**config.mk**
```make
export PLATFORM = sky130hd
export DESIGN_NAME = cmd_bus_hold_arb
export DESIGN_NICKNAME = d
export VERILOG_FILES = /design/src/rtl/cmd_bus_hold_arb_pkg.sv /design/src/rtl/hba_rst_sync.sv /design/src/rtl/hba_bit_sync.sv /design/src/rtl/hba_hold_timer.sv /design/src/rtl/cmd_bus_hold_arb.sv
export SDC_FILE = /design/constraint.sdc
export NUM_CORES = 1
export LEC_CHECK = 0
export ABC_AREA = 1
export BUFFER_PORTS_ARGS = -buffer_cell sky130_fd_sc_hd__buf_2
export CORE_ASPECT_RATIO = 1.2
export CORE_UTILIZATION = 52
export DETAILED_ROUTE_END_ITERATION = 8
export PLACE_DENSITY = 0.71
export REMOVE_ABC_BUFFERS = 1
export SLEW_MARGIN = 20
export SYNTH_ARGS = -nofsm -noshare
export SYNTH_HDL_FRONTEND = slang
export SYNTH_HIERARCHICAL = 1
export SYNTH_SLANG_ARGS = --single-unit
```
**constraint.sdc**
```tcl
create_clock -name clk -period 1.5 [get_ports clk]
set_input_delay 0.3 -clock clk [delete_from_list [all_inputs] [get_ports clk]]
set_output_delay 0.3 -clock clk [all_outputs]
set_load 0.005 [all_outputs]
```
**src/rtl/cmd_bus_hold_arb_pkg.sv**
```systemverilog
package cmd_bus_hold_arb_pkg;

  // Action the countdown takes on the next clock edge
  typedef enum logic [1:0] {
    TMR_KEEP = 2'd0,
    TMR_LOAD = 2'd1,
    TMR_DEC  = 2'd2
  } tmr_op_e;

  localparam int unsigned MIN_SYNC_STAGES = 2;

endpackage

```
**src/rtl/hba_rst_sync.sv**
```systemverilog
module hba_rst_sync #(
  parameter int unsigned STAGES = 2
) (
  input  logic clk,
  input  logic arst_n,
  output logic rst_n_o
);

  logic [STAGES-1:0] chain_q;
  logic [STAGES-1:0] chain_d;

  always_comb begin
    chain_d = {chain_q[STAGES-2:0], 1'b1};
  end

  always_ff @(posedge clk or negedge arst_n) begin
    if (!arst_n) begin
      chain_q <= '0;
    end else begin
      chain_q <= chain_d;
    end
  end

  assign rst_n_o = chain_q[STAGES-1];

endmodule

```
**src/rtl/hba_bit_sync.sv**
```systemverilog
module hba_bit_sync #(
  parameter int unsigned STAGES = 2
) (
  input  logic clk,
  input  logic rst_n,
  input  logic d_i,
  output logic q_o
);

  logic [STAGES-1:0] sync_q;
  logic [STAGES-1:0] sync_d;

  always_comb begin
    sync_d = {sync_q[STAGES-2:0], d_i};
  end

  always_ff @(posedge clk or negedge rst_n) begin
    if (!rst_n) begin
      sync_q <= '0;
    end else begin
      sync_q <= sync_d;
    end
  end

  assign q_o = sync_q[STAGES-1];

endmodule

```
**src/rtl/hba_hold_timer.sv**
```systemverilog
module hba_hold_timer
  import cmd_bus_hold_arb_pkg::*;
#(
  parameter int unsigned        TMR_W   = 16,
  parameter logic [TMR_W-1:0]   TMR_MAX = '1
) (
  input  logic             clk,
  input  logic             rst_n,
  input  logic             load_i,
  input  logic             tick_i,
  output logic [TMR_W-1:0] count_o,
  output logic             active_o,
  output logic             expire_o
);

  localparam logic [TMR_W-1:0] ONE = TMR_W'(1);

  tmr_op_e          op;
  logic [TMR_W-1:0] count_q;
  logic [TMR_W-1:0] count_d;
  logic             nonzero;

  assign nonzero = |count_q;

  // Reload takes priority over a decrement in the same cycle
  always_comb begin
    if (load_i) begin
      op = TMR_LOAD;
    end else if (tick_i && nonzero) begin
      op = TMR_DEC;
    end else begin
      op = TMR_KEEP;
    end
  end

  always_comb begin
    unique case (op)
      TMR_LOAD: count_d = TMR_MAX;
      TMR_DEC:  count_d = count_q - ONE;
      default:  count_d = count_q;
    endcase
  end

  always_ff @(posedge clk or negedge rst_n) begin
    if (!rst_n) begin
      count_q <= '0;
    end else if (op != TMR_KEEP) begin
      count_q <= count_d;
    end
  end

  assign count_o  = count_q;
  assign active_o = nonzero;
  assign expire_o = (op == TMR_DEC) && (count_q == ONE);

endmodule

```
**src/rtl/cmd_bus_hold_arb.sv**
```systemverilog
module cmd_bus_hold_arb
  import cmd_bus_hold_arb_pkg::*;
#(
  parameter int unsigned      TMR_W       = 16,
  parameter logic [TMR_W-1:0] TMR_MAX     = '1,
  parameter bit               AUTO_HOLD   = 1'b1,
  parameter int unsigned      SYNC_STAGES = 2
) (
  input  logic clk,
  input  logic rst_n,
  input  logic cmd_stb,
  input  logic cmd_is_mem,
  input  logic shift_tick,
  input  logic hold_ack,
  input  logic manual_hold,
  output logic hold_req,
  output logic mem_op,
  output logic sm_en
);

  localparam int unsigned N_SYNC =
    (SYNC_STAGES < MIN_SYNC_STAGES) ? MIN_SYNC_STAGES : SYNC_STAGES;

  logic             rst_sync_n;
  logic             ack_s;
  logic [TMR_W-1:0] tmr_q;
  logic             auto_active;
  logic             tmr_expire;
  logic             mem_op_q;
  logic             mem_op_d;
  logic             mem_op_en;

  hba_rst_sync #(.STAGES(N_SYNC)) u_rst_sync (
    .clk     (clk),
    .arst_n  (rst_n),
    .rst_n_o (rst_sync_n)
  );

  hba_bit_sync #(.STAGES(N_SYNC)) u_ack_sync (
    .clk   (clk),
    .rst_n (rst_sync_n),
    .d_i   (hold_ack),
    .q_o   (ack_s)
  );

  generate
    if (AUTO_HOLD) begin : g_auto
      hba_hold_timer #(.TMR_W(TMR_W), .TMR_MAX(TMR_MAX)) u_timer (
        .clk      (clk),
        .rst_n    (rst_sync_n),
        .load_i   (cmd_stb),
        .tick_i   (shift_tick),
        .count_o  (tmr_q),
        .active_o (auto_active),
        .expire_o (tmr_expire)
      );
    end else begin : g_manual_only
      assign tmr_q       = '0;
      assign auto_active = 1'b0;
      assign tmr_expire  = 1'b0;
    end
  endgenerate

  // Memory-operation flag: loaded per command, dropped on hold expiry
  always_comb begin
    mem_op_en = cmd_stb | tmr_expire;
    if (cmd_stb) begin
      mem_op_d = cmd_is_mem;
    end else begin
      mem_op_d = 1'b0;
    end
  end

  always_ff @(posedge clk or negedge rst_sync_n) begin
    if (!rst_sync_n) begin
      mem_op_q <= 1'b0;
    end else if (mem_op_en) begin
      mem_op_q <= mem_op_d;
    end
  end

  assign hold_req = manual_hold | auto_active;
  assign mem_op   = mem_op_q;
  assign sm_en    = ack_s & mem_op_q;

endmodule

```
==> results by group, run 1 <==
Cells and area
  • # fillers: 96
  • Register area: 525.5 µm²
  • Final std cells w/o fill: 245
  • Layout area overhead: 59.66%
  • N_diodes: 0
  • NumNets Final: 225
  • Multi-input gate area: 779.5 µm²
  • Layout cells sized above 1: 0.4930
  • Fin area: 1882 µm²

Clock tree
  • Clock Path Buffers: 2
  • Clk pin slew, worst setup/hold paths: 0.12 ns
  • Cts bufs inserted: 3
  • CTS tree: done
  • CTS root buffer: clkbuf_4
  • Worst skew pair latency: 0.31 ns
  • H-tree depth: 1
  • CTS sink count: 21

Setup path
  • FF-to-FF setup slack: -0.28 ns
  • Crit Path Class: flip-flop to output pin
  • Reg-to-Reg Start: g_auto.u_timer/count_o[1]
  • Worst r2r path cells: 11
  • Startpoint Class: flip-flop
  • Req. time, crit path: 1.20 ns
  • Crit path arrival time: 1.55 ns
  • Worst Path Max Fanout: 2
  • Worst R2R End: g_auto.u_timer/count_o[6]
  • Crit. End Element: output pin

STA
  • Final hold vios: 0
  • Max Slew Vio Count: 0
  • Final setup violation count: 18
  • Clock skew: 0.01212 ns
  • Final period util: 1.232
  • Setup TNS: -3.375 ns
  • Fin crit period: 1.848 ns
  • RSZ-0062 raised after global routing: yes
  • Max Freq: 0.5412 GHz
  • Worst setup margin: -0.3476 ns

Logic synthesis
  • YS warnings: 6
  • Mapped cell area: 1179 µm²
  • Syn Area/Cell: 7.321 µm²
  • Synth Register Bits: 21
  • Number of distinct library cells after synthesis: 22
  • Seq/Total Area, Yosys: 0.4459
  • Cells after synthesis: 161

Placed design
  • Placement Cell Area: 1469 µm²
  • DP Wirelength: 2.280 mm
  • Final GP Congestion: 0.8398
  • Cells after DPL: 226
  • Worst slack at placement: -0.09745 ns
  • Port-buffer cells: 9

Detailed routing
  • Wire length per cell: 16.75 µm
  • Wirelength, routed: 4.103 mm
  • Routed vias: 1372
  • Post-route DRC violation count: 0
  • Via-to-Cell Ratio: 5.600
  • DRT iter0 DRCs: 81
  • ANT nets after route: 0
  • DRT Pass-1 Iters: 4

Pwr
  • Pwr dens: 688.4 nW/µm²
  • Maximum vdd ir drop: 0.6903 mV
  • Pleak: 0.8583 nW
  • Tot Pwr: 1.295 mW

Hold path
  • Worst Hold Path EP: u_ack_sync/sync_q[0]
  • Hold_sp: hold_ack
  • Hold crit path type: input pin to flip-flop
  • Worst hold path stage count: 1

Floorplan
  • Core Footprint: 2095 µm²
  • Die area: 2462 µm²
  • Row cnt: 18
  • Ports: 10
  • Initial Utilization: 0.5627
  • Die Ht: 54.15 µm
  • Chip width: 45.46 µm

Outcome
  • Outcome: finished, violations left
  • Failing checks: setup timing

Job
  • Max-Cap Viols: 0

Global routing
  • Largest net degree at the start of global routing: 13
  • Total gr overflow: 0
  • Antenna violations before repair: 0
  • Total GRT Usage: 0.2883
  • Vias in the first global route: 1169
  • First-pass GRT wire length: 4.940 mm
==> Yosys cell counts <==
| library cell | count | share of area |
|---|---|---|
| xor2_1 | 1 | 0.0074 |
| nand2_4 | 2 | 0.019 |
| nand2_1 | 41 | 0.13 |
| conb_1 | 1 | 0.0032 |
| o21ai_1 | 2 | 0.0085 |
| nand2_2 | 2 | 0.011 |
| ha_1 | 2 | 0.021 |
| nor2_1 | 24 | 0.076 |
| nand4_1 | 2 | 0.011 |
| o21ai_0 | 8 | 0.034 |
| or2_1 | 1 | 0.0053 |
| inv_2 | 2 | 0.0064 |
| buf_6 | 1 | 0.0096 |
| a21oi_1 | 2 | 0.0085 |
| inv_1 | 18 | 0.057 |
| nand3_1 | 22 | 0.093 |
| nor2_4 | 1 | 0.0096 |
| dfrtp_1 | 21 | 0.45 |
| clkbuf_1 | 1 | 0.0032 |
| nor3_1 | 1 | 0.0042 |
| nand3b_1 | 3 | 0.019 |
| nor2_2 | 3 | 0.016 |
==> placed cells by master, fill, tap and decap left out, types with 5 or more instances in the layout <==
cell / instances
dfrtp_1: 21
nand3_2: 6
nand2_2: 8
nand2_1: 32
nor2_1: 10
buf_2: 9
nand3_1: 14
nor2_4: 6
buf_6: 5
nor2_2: 12
buf_4: 34
inv_1: 15
==> worst max path at each step <==
stage / from / endpoint / slack [ns] / cells past startpoint
6_report: g_auto.u_timer/count_o[1] / hold_req / -0.35 / 7
4_1_cts: g_auto.u_timer/count_o[1] / hold_req / -0.29 / 7
2_1_floorplan: g_auto.u_timer/count_o[0] / hold_req / -0.06 / 6
5_1_grt: g_auto.u_timer/count_o[1] / g_auto.u_timer/count_o[6] / -0.43 / 11
3_3_place_gp: g_auto.u_timer/count_o[0] / hold_req / -0.03 / 7
3_5_place_dp: g_auto.u_timer/count_o[0] / hold_req / -0.1 / 7
==> cell type report <==
type	count	share of cell area
Tap cell	30	0.01995
Timing Repair inverter	1	0.005984
Clock buffer	4	0.01396
Sequential cell	21	0.2793
Multi-Input combinational cell	118	0.4142
Timing Repair Buffer	51	0.2161
Inverter	20	0.05053
==> cells by family (layout without fill, tap and decap cells) <==
| logic type | count (synthesis) | after routing | share of synthesized area |
|---|---|---|---|
| simple gates | 102 | 102 | 0.3949 |
| buf+inv | 22 | 76 | 0.07643 |
| flops | 21 | 21 | 0.4459 |
| compound gates | 12 | 12 | 0.05096 |
| fa+ha+maj | 2 | 2 | 0.02123 |
| other cells | 1 | 1 | 0.003182 |
| xor+xnor | 1 | 1 | 0.007432 |
==> state kept, by name, summed over array words and instances (netlist names) <==
name / flops
u_ack_sync/sync_q: 2
g_auto.u_timer/count_o: 16
mem_op: 1
u_rst_sync/chain_q: 2
==> critical path: stages (launching register included) <==
cell and delay [ns]:
dfrtp_1 0.43, inv_2 0.09, ha_4 0.16, nand2_4 0.06, nor2_4 0.12, nand2_4 0.06
or2_1 0.19, buf_2 0.12
==> metal layers <==
| layer | GRT usage | wire [µm] | vias to the layer above |
|---|---|---|---|
| li1 | - | - | 619 |
| met1 | 0.2961 | 1564 | 671 |
| met2 | 0.5500 | 2144 | 62 |
| met3 | 0.03020 | 197 | 20 |
| met4 | 0.1616 | 195 | 0 |
| met5 | 0 | 0 | - |
==> report_power, final <==
| group | switching, mW | internal (mW) | leakage [nW] |
|---|---|---|---|
| combinational | 0.214 | 0.175 | 0.637 |
| sequential | 0.0315 | 0.601 | 0.207 |
| clock | 0.171 | 0.104 | 0.0150 |
| total | 0.416 | 0.879 | 0.858 |
==> through the flow <==
| stage | hold slack, ns | utilization |
|---|---|---|
| 2_1_floorplan | 0.004409 | - |
| 3_3_place_gp | 0.08448 | 0.7013 |
| 3_5_place_dp | 0.08677 | 0.7013 |
| 4_1_cts | 0.09589 | 0.7658 |
| 5_1_grt | 0.08506 | 0.8984 |
| 6_report | 0.1017 | 0.8984 |
==> repair_timing <==
item                                   4_1_cts  5_1_grt
setup endpoints to repair                   12       18
endpoints found under the hold margin        2        0
buffers inserted                             4       10
gates resized for setup                     20       54
hold buffers                                 1        0
cloned                                       0        1
pin swaps                                    6       19
Power figures use the tool's default switching activity.
==> inputs of run 2 (changes only) <==
==> constraint.sdc (replaced) <==
create_clock -name clk -period 1.5 [get_ports clk]
set_input_delay 0.075 -clock clk [delete_from_list [all_inputs] [get_ports clk]]
set_output_delay 0.075 -clock clk [all_outputs]
set_load 0.005 [all_outputs]
==> results by group, run 2 (synthesis results as in run 1) <==
Job
  • Max-Cap Viols: 0 (unchanged)

Cells and area
  • Commonest non-fill, non-tap cell in the layout: nand2_1
  • Largest register FFs: 16 (unchanged)
  • Layout cells sized above 1: 0.3510 (-0.1421)
  • # fillers: 152 (+58%)
  • Fin util: 0.7849 (-0.1135)
  • Most frequent cells in the layout: 39 x nand2_1, 33 x buf_4, 21 x nand3_1, 21 x dfrtp_1, 16 x inv_1
  • Final std cells w/o fill: 238 (-2.9%)
  • N_diodes: 0 (unchanged)
  • NumNets Final: 218 (-3.1%)
  • Layout area overhead: 39.49%

STA
  • RSZ-0062 raised after global routing: yes
  • Final setup violation count: 6 (-12)
  • Final period util: 1.059 (-0.1731)
  • Worst setup margin: -0.08804 ns (+0.2596 ns)
  • Max Freq: 0.6297 GHz (+16%)
  • Clock skew: 0.005046 ns (-0.007078 ns)
  • Final hold vios: 0 (unchanged)
  • Max Slew Vio Count: 0 (unchanged)
  • Fin crit period: 1.588 ns (-0.2596 ns)

Setup path
  • Worst Path Max Fanout: 2 (unchanged)
  • Worst R2R End: g_auto.u_timer/count_o[11]
  • Worst setup path endpoint: hold_req
  • Levels on crit path: 6 (-1)
  • Worst r2r path cells: 9 (-2)
  • Crit path arrival time: 1.51 ns (-0.04 ns)
  • CP peak stage delay: 0.43 ns (about the same)
  • Startpoint Class: flip-flop
  • Reg-to-Reg Start: g_auto.u_timer/count_o[3]
  • Crit. Startpoint: g_auto.u_timer/count_o[2]
  • FF-to-FF setup slack: -0.03 ns (+0.25 ns)
  • Crit Path Class: flip-flop to output pin
  • Crit path max-delay family: simple AND/OR/NAND/NOR gates
  • Req. time, crit path: 1.42 ns (+0.22 ns)
  • Cell Chain, Critical Path: nor2_2 -> nand2_4 -> nor2_4 -> nand2_4 -> or2_1 -> buf_2
  • CP max stage cell: dfrtp_1
  • Buf/Inv on CP: 1 (-1)
  • Crit. End Element: output pin
  • CP dominant cell by count: nand2_4

Outcome
  • Failing checks: setup timing
  • Outcome: finished, violations left

Floorplan
  • Die area: 2462 µm² (unchanged)
  • Ports: 10 (unchanged)
  • Chip width: 45.46 µm (unchanged)
  • Initial Utilization: 0.5627 (unchanged)
  • Core Footprint: 2095 µm² (unchanged)
  • Die Ht: 54.15 µm (unchanged)
  • Row cnt: 18 (unchanged)

Clock tree
  • CTS sink count: 21 (unchanged)
  • CTS tree: done
  • H-tree depth: 1 (unchanged)
  • Clk pin slew, worst setup/hold paths: 0.12 ns (about the same)
  • Cts bufs inserted: 3 (unchanged)
  • Worst skew pair latency: 0.32 ns (about the same)
  • Clock Path Buffers: 2 (unchanged)
  • CTS root buffer: clkbuf_4

Detailed routing
  • Wire length per cell: 12.98 µm (-22%)
  • Via-to-Cell Ratio: 5.122 (-8.5%)
  • Wirelength, routed: 3.089 mm (-25%)
  • Post-route DRC violation count: 0 (unchanged)
  • Routed vias: 1219 (-11%)
  • DRT iter0 DRCs: 21 (-74%)
  • DRT Pass-1 Iters: 4 (unchanged)
  • ANT nets after route: 0 (unchanged)

Placed design
  • Port-buffer cells: 9 (unchanged)
  • DP Wirelength: 1.969 mm (-14%)
  • Final GP Congestion: 0.9351 (+11%)
  • Cells after DPL: 211 (-6.6%)

Global routing
  • Antenna violations before repair: 0 (unchanged)
  • Total gr overflow: 0 (unchanged)
  • Total GRT Usage: 0.2585 (-0.02979)
  • Vias in the first global route: 1117 (-4.4%)
  • First-pass GRT wire length: 4.567 mm (-7.6%)
  • Largest net degree at the start of global routing: 13 (unchanged)

Pwr
  • Pwr dens: 731.0 nW/µm² (+6.2%)
  • Maximum vdd ir drop: 0.7932 mV (+15%)
  • Pleak: 0.7806 nW (-9.0%)

Hold path
  • Hold crit path type: input pin to flip-flop
==> run 2: changes by cell type in the layout (fill, tap and decap cells not counted), sizes merged <==
| cell | delta |
|---|---|
| clkbuf | -1 |
| dlygate4sd3 | +2 |
| buf | -8 |
==> run 2: area by class of cell <==
| class | instances | area, µm² | area share |
|---|---|---|---|
| inverter | 20 | 80.08 | 0.04871 |
| tap | 30 | 37.54 | 0.02283 |
| multi-input combinational | 118 | 650.6 | 0.3957 |
| sequential | 21 | 525.5 | 0.3196 |
| clock buffer | 3 | 22.52 | 0.01370 |
| clock inverter | 1 | 5.005 | 0.003044 |
| timing repair buffer | 45 | 322.8 | 0.1963 |
==> run 2: routing by layer <==
| layer | wire length (µm) | vias up | track usage | share of wire |
|---|---|---|---|---|
| li1 | - | 607 | - | - |
| met1 | 1296 | 572 | 0.2902 | 0.42 |
| met2 | 1614 | 29 | 0.4929 | 0.52 |
| met3 | 95 | 11 | 0.03020 | 0.031 |
| met4 | 82 | 0 | 0.08081 | 0.027 |
| met5 | 0 | - | 0 | 0 |
==> run 2: timing repair <==
| item | CTS | global route |
|---|---|---|
| hold buffers | 3 | 0 |
| resized for setup | 13 | 15 |
| setup endpoints to repair | 15 | 18 |
| setup buffers | 15 | 5 |
| hold endpoints to repair | 4 | 0 |
| pin swaps | 7 | 5 |
==> run 2: through the flow <==
step | cell area, µm² | TNS [ns] | setup WS, ns | hold WS, ns | power [mW]
floorplan | 1164 | -0.007194 | -0.007194 | -0.2206 | 0.7326
global placement | 1344 | 0 | 0.03129 | -0.1407 | 0.8474
detailed placement | 1344 | -0.1511 | -0.04623 | -0.1392 | 0.8536
CTS | 1563 | -0.06928 | -0.06928 | 0.002120 | 1.191
global route | 1644 | -1.614 | -0.1688 | 0.01273 | 1.259
finish | 1644 | -0.1708 | -0.08804 | 0.002189 | 1.202
==> run 2: worst min-delay path: cells and delay by family <==
| kind | cells | cell delay, ns |
|---|---|---|
| and+or+nand+nor | 1 | 0.05 |
| buffers and inverters | 1 | 0.13 |
| AOI/OAI and AO/OA | 1 | 0.04 |
==> run 2: worst min path at each step <==
stage,from,to,slack (ns),cells past startpoint
6_report,cmd_stb,g_auto.u_timer/count_o[3],0.002,3
3_3_place_gp,rst_n,u_rst_sync/chain_q[1],-0.14,1
4_1_cts,cmd_stb,g_auto.u_timer/count_o[3],0.002,3
5_1_grt,cmd_stb,g_auto.u_timer/count_o[3],0.01,3
3_5_place_dp,rst_n,u_rst_sync/chain_q[1],-0.14,1
2_1_floorplan,rst_n,u_rst_sync/chain_q[0],-0.22,0
==> run 2: power by group <==
group / internal [mW] / total (mW) / leakage [nW] / switching, mW
Clock: 0.100 / 0.287 / 0.0177 / 0.187
Sequential: 0.601 / 0.629 / 0.207 / 0.0278
Combinational: 0.143 / 0.286 / 0.556 / 0.143
Total: 0.844 / 1.20 / 0.781 / 0.358
==> inputs of run 3 (changes only) <==
- PLACE_DENSITY: 0.71 -> 0.7
- SYNTH_HIERARCHICAL: 1 -> not set
==> results by group, run 3 <==
Placed design
  • Cells after DPL: 217 (+2.8%)
  • Placement Cell Area: 1395 µm² (+3.8%)
  • Final GP Congestion: 0.8631 (-7.7%)
  • Port-buffer cells: 9 (unchanged)
  • Worst slack at placement: -0.02756 ns (+0.01867 ns)
  • DP Wirelength: 1.995 mm (+1.3%)

Pwr
  • Maximum vdd ir drop: 0.9958 mV (+26%)
  • Tot Pwr: 1.312 mW (+9.2%)
  • Pleak: 0.8230 nW (+5.4%)
  • Pwr dens: 727.4 nW/µm² (-0.49%)

Logic synthesis
  • Synth Register Bits: 21 (unchanged)
  • Main area contributors after synthesis: dfrtp_1 42%, nand2_1 16%, nand3_1 7.2%
  • Most frequent cells after synthesis: 52 x nand2_1, 21 x dfrtp_1, 21 x nor2_1
  • Cells after synthesis: 169 (+5.0%)
  • Area leader, netlist: dfrtp_1
  • Seq/Total Area, Yosys: 0.4200 (-0.02586)
  • Most frequent cell after synthesis: nand2_1
  • Ys async rst share: 1.000 (unchanged)
  • Top FF cell, synth: dfrtp_1
  • YS warnings: 0 (-6)
  • Top cell type's share of synthesized area: 0.4200 (-0.02586)
  • Number of distinct library cells after synthesis: 26 (+18%)
  • EDFF count, synth: 0 (unchanged)
  • Syn Area/Cell: 7.404 µm² (+1.1%)
  • Mapped cell area: 1251 µm² (+6.2%)

Outcome
  • Outcome: finished, violations left
  • Failing checks: setup timing

Clock tree
  • Clock Path Buffers: 2 (unchanged)
  • CTS tree: done
  • CTS root buffer: clkbuf_4
  • Worst skew pair latency: 0.31 ns (about the same)
  • Cts bufs inserted: 3 (unchanged)
  • H-tree depth: 1 (unchanged)
  • Clk pin slew, worst setup/hold paths: 0.13 ns (about the same)
  • CTS sink count: 21 (unchanged)

Detailed routing
  • Routed vias: 1404 (+15%)
  • Wire length per cell: 16.67 µm (+28%)
  • Wirelength, routed: 4.167 mm (+35%)
  • Via-to-Cell Ratio: 5.616 (+9.6%)
  • ANT nets after route: 0 (unchanged)
  • DRT Pass-1 Iters: 4 (unchanged)
  • Post-route DRC violation count: 0 (unchanged)
  • DRT iter0 DRCs: 95 (+350%)

STA
  • Fin crit period: 1.667 ns (+0.07847 ns)
  • Clock skew: 0.006820 ns (+0.001773 ns)
  • Final setup violation count: 18 (+12)
  • RSZ-0062 raised after global routing: yes
  • Worst setup margin: -0.1665 ns (-0.07847 ns)
  • Max Slew Vio Count: 0 (unchanged)
  • Final hold vios: 0 (unchanged)
  • Max Freq: 0.6001 GHz (-4.7%)
  • Final period util: 1.111 (+0.05231)

Cells and area
  • Layout cells sized above 1: 0.4155 (+0.06456)
  • Fin area: 1804 µm² (+9.7%)
  • Most frequent cells in the layout: 47 x nand2_1, 34 x buf_4, 21 x dfrtp_1, 17 x nand3_1, 13 x inv_1
  • Commonest non-fill, non-tap cell in the layout: nand2_1
  • Largest register FFs: 16 (unchanged)
  • N_diodes: 0 (unchanged)
  • NumNets Final: 230 (+5.5%)
  • Final std cells w/o fill: 250 (+5.0%)
  • Layout area overhead: 44.20%

Floorplan
  • Core Footprint: 2282 µm² (+9.0%)
  • Row cnt: 19 (+1)
  • Chip width: 46.78 µm (+2.9%)
  • Ports: 10 (unchanged)
  • Die area: 2607 µm² (+5.9%)
  • Die Ht: 55.74 µm (+2.9%)
  • Initial Utilization: 0.5482 (-0.01448)

Global routing
  • Antenna violations before repair: 0 (unchanged)
  • Total GRT Usage: 0.2900 (+0.03146)
  • Met1 usage: 0.3729 (+0.08269)
  • Vias in the first global route: 1271 (+14%)
  • Met3 usage: 0.04545 (+0.01525)
  • First-pass GRT wire length: 5.526 mm (+21%)
  • Largest net degree at the start of global routing: 20 (+7)
  • Met2 Track Usage GR: 0.4663 (-0.02659)
  • Total gr overflow: 0 (unchanged)
  • Most used routing layer: met2

Job
  • Max-Cap Viols: 0 (unchanged)

Setup path
  • Worst Path Max Fanout: 3 (+1)
  • Req. time, crit path: 1.42 ns (about the same)
  • Startpoint Class: flip-flop
  • Crit Path Class: flip-flop to output pin
  • Cell Chain, Critical Path: nor2_2 -> nand2_2 -> nor2_4 -> nand2_4 -> or2_4 -> buf_6
  • CP max stage cell: dfrtp_1
  • CP peak stage delay: 0.44 ns (about the same)
  • Crit path arrival time: 1.59 ns (+0.08 ns)
  • Crit. End Element: output pin

Hold path
  • Hold crit path type: input pin to flip-flop
[run 3: cell types whose count changed after synthesis, sizes merged]
cell    delta
clkbuf     -1
ha         +1
buf        -1
nand2     +13
a21oi      +1
nor3b      +1
inv        -3
clkinv     +2
xor2       +1
o21ai      -1
nand3      -4
nand4      -2
xnor2      +1
[run 3: worst max-delay path, delay by kind of cell, from the launching register on]
| kind | cells | cell delay [ns] |
|---|---|---|
| and+or+nand+nor | 5 | 0.73 |
| buffers and inverters | 1 | 0.11 |
| DFF | 1 | 0.44 |
[run 3: per-stage QoR]
step	hold slack (ns)	setup TNS [ns]	utilization
floorplan	-0.2206	0	-
global placement	-0.1412	-0.01314	0.6113
detailed placement	-0.1396	-0.03290	0.6113
CTS	0.01376	-0.1062	0.7303
global route	0.01559	-2.059	0.7906
finish	0.03807	-0.9916	0.7906
[run 3: layout make-up]
type                    instances  area, µm²
clock inverters                 1      7.507
fillers                       138      478.0
repair buffers                 46      336.6
multi-input cells             129      789.5
flip-flops and latches         21      525.5
clock buffers                   3      22.52
well taps                      31      38.79
inverters                      19      83.83
[run 3: power breakdown]
part           switching, mW  internal [mW]  total [mW]
sequential            0.0342          0.608       0.642
combinational          0.208          0.169       0.378
clock                  0.191          0.102       0.292
total                  0.433          0.879        1.31
[run 3: routing by layer]
layer,wire [µm],vias to the layer above
met5,0,-
met4,242,0
met3,285,23
met2,2191,93
met1,1447,656
li1,-,632
[run 3: cells by family after synthesis]
| family | share of synthesized area |
|---|---|
| AND/OR/NAND/NOR | 0.4120 |
| AO/OA/AOI/OAI | 0.05100 |
| flip-flops | 0.4200 |
| buffers and inverters | 0.06300 |
| XOR/XNOR | 0.02100 |
| other | 0.002997 |
| adder cells (fa/ha/maj) | 0.03000 |
[run 3: path summary, 6_finish.rpt]
path / start / slack [ns] / to / depth (start not counted)
max in group asynchronous: u_rst_sync.chain_q[1] / 1.10 / mem_op / 1
worst max-delay path: g_auto.u_timer.count_o[10] / -0.17 / hold_req / 6
min in group asynchronous: rst_n / 0.05 / u_rst_sync.chain_q[0] / 2
worst max register to register: g_auto.u_timer.count_o[10] / -0.10 / g_auto.u_timer.count_o[1] / 11
worst min-delay path: cmd_stb / 0.04 / g_auto.u_timer.count_o[2] / 3
worst min register to register: u_rst_sync.chain_q[1] / 0.19 / g_auto.u_timer.count_o[9] / 1
[run 3: repair_timing]
action | in CTS | in global routing
setup buffers | 18 | 10
hold buffers | 3 | 0
pin swaps | 13 | 14
hold endpoints to repair | 4 | 0
endpoints found under the setup margin | 4 | 18
gates resized for setup | 23 | 21
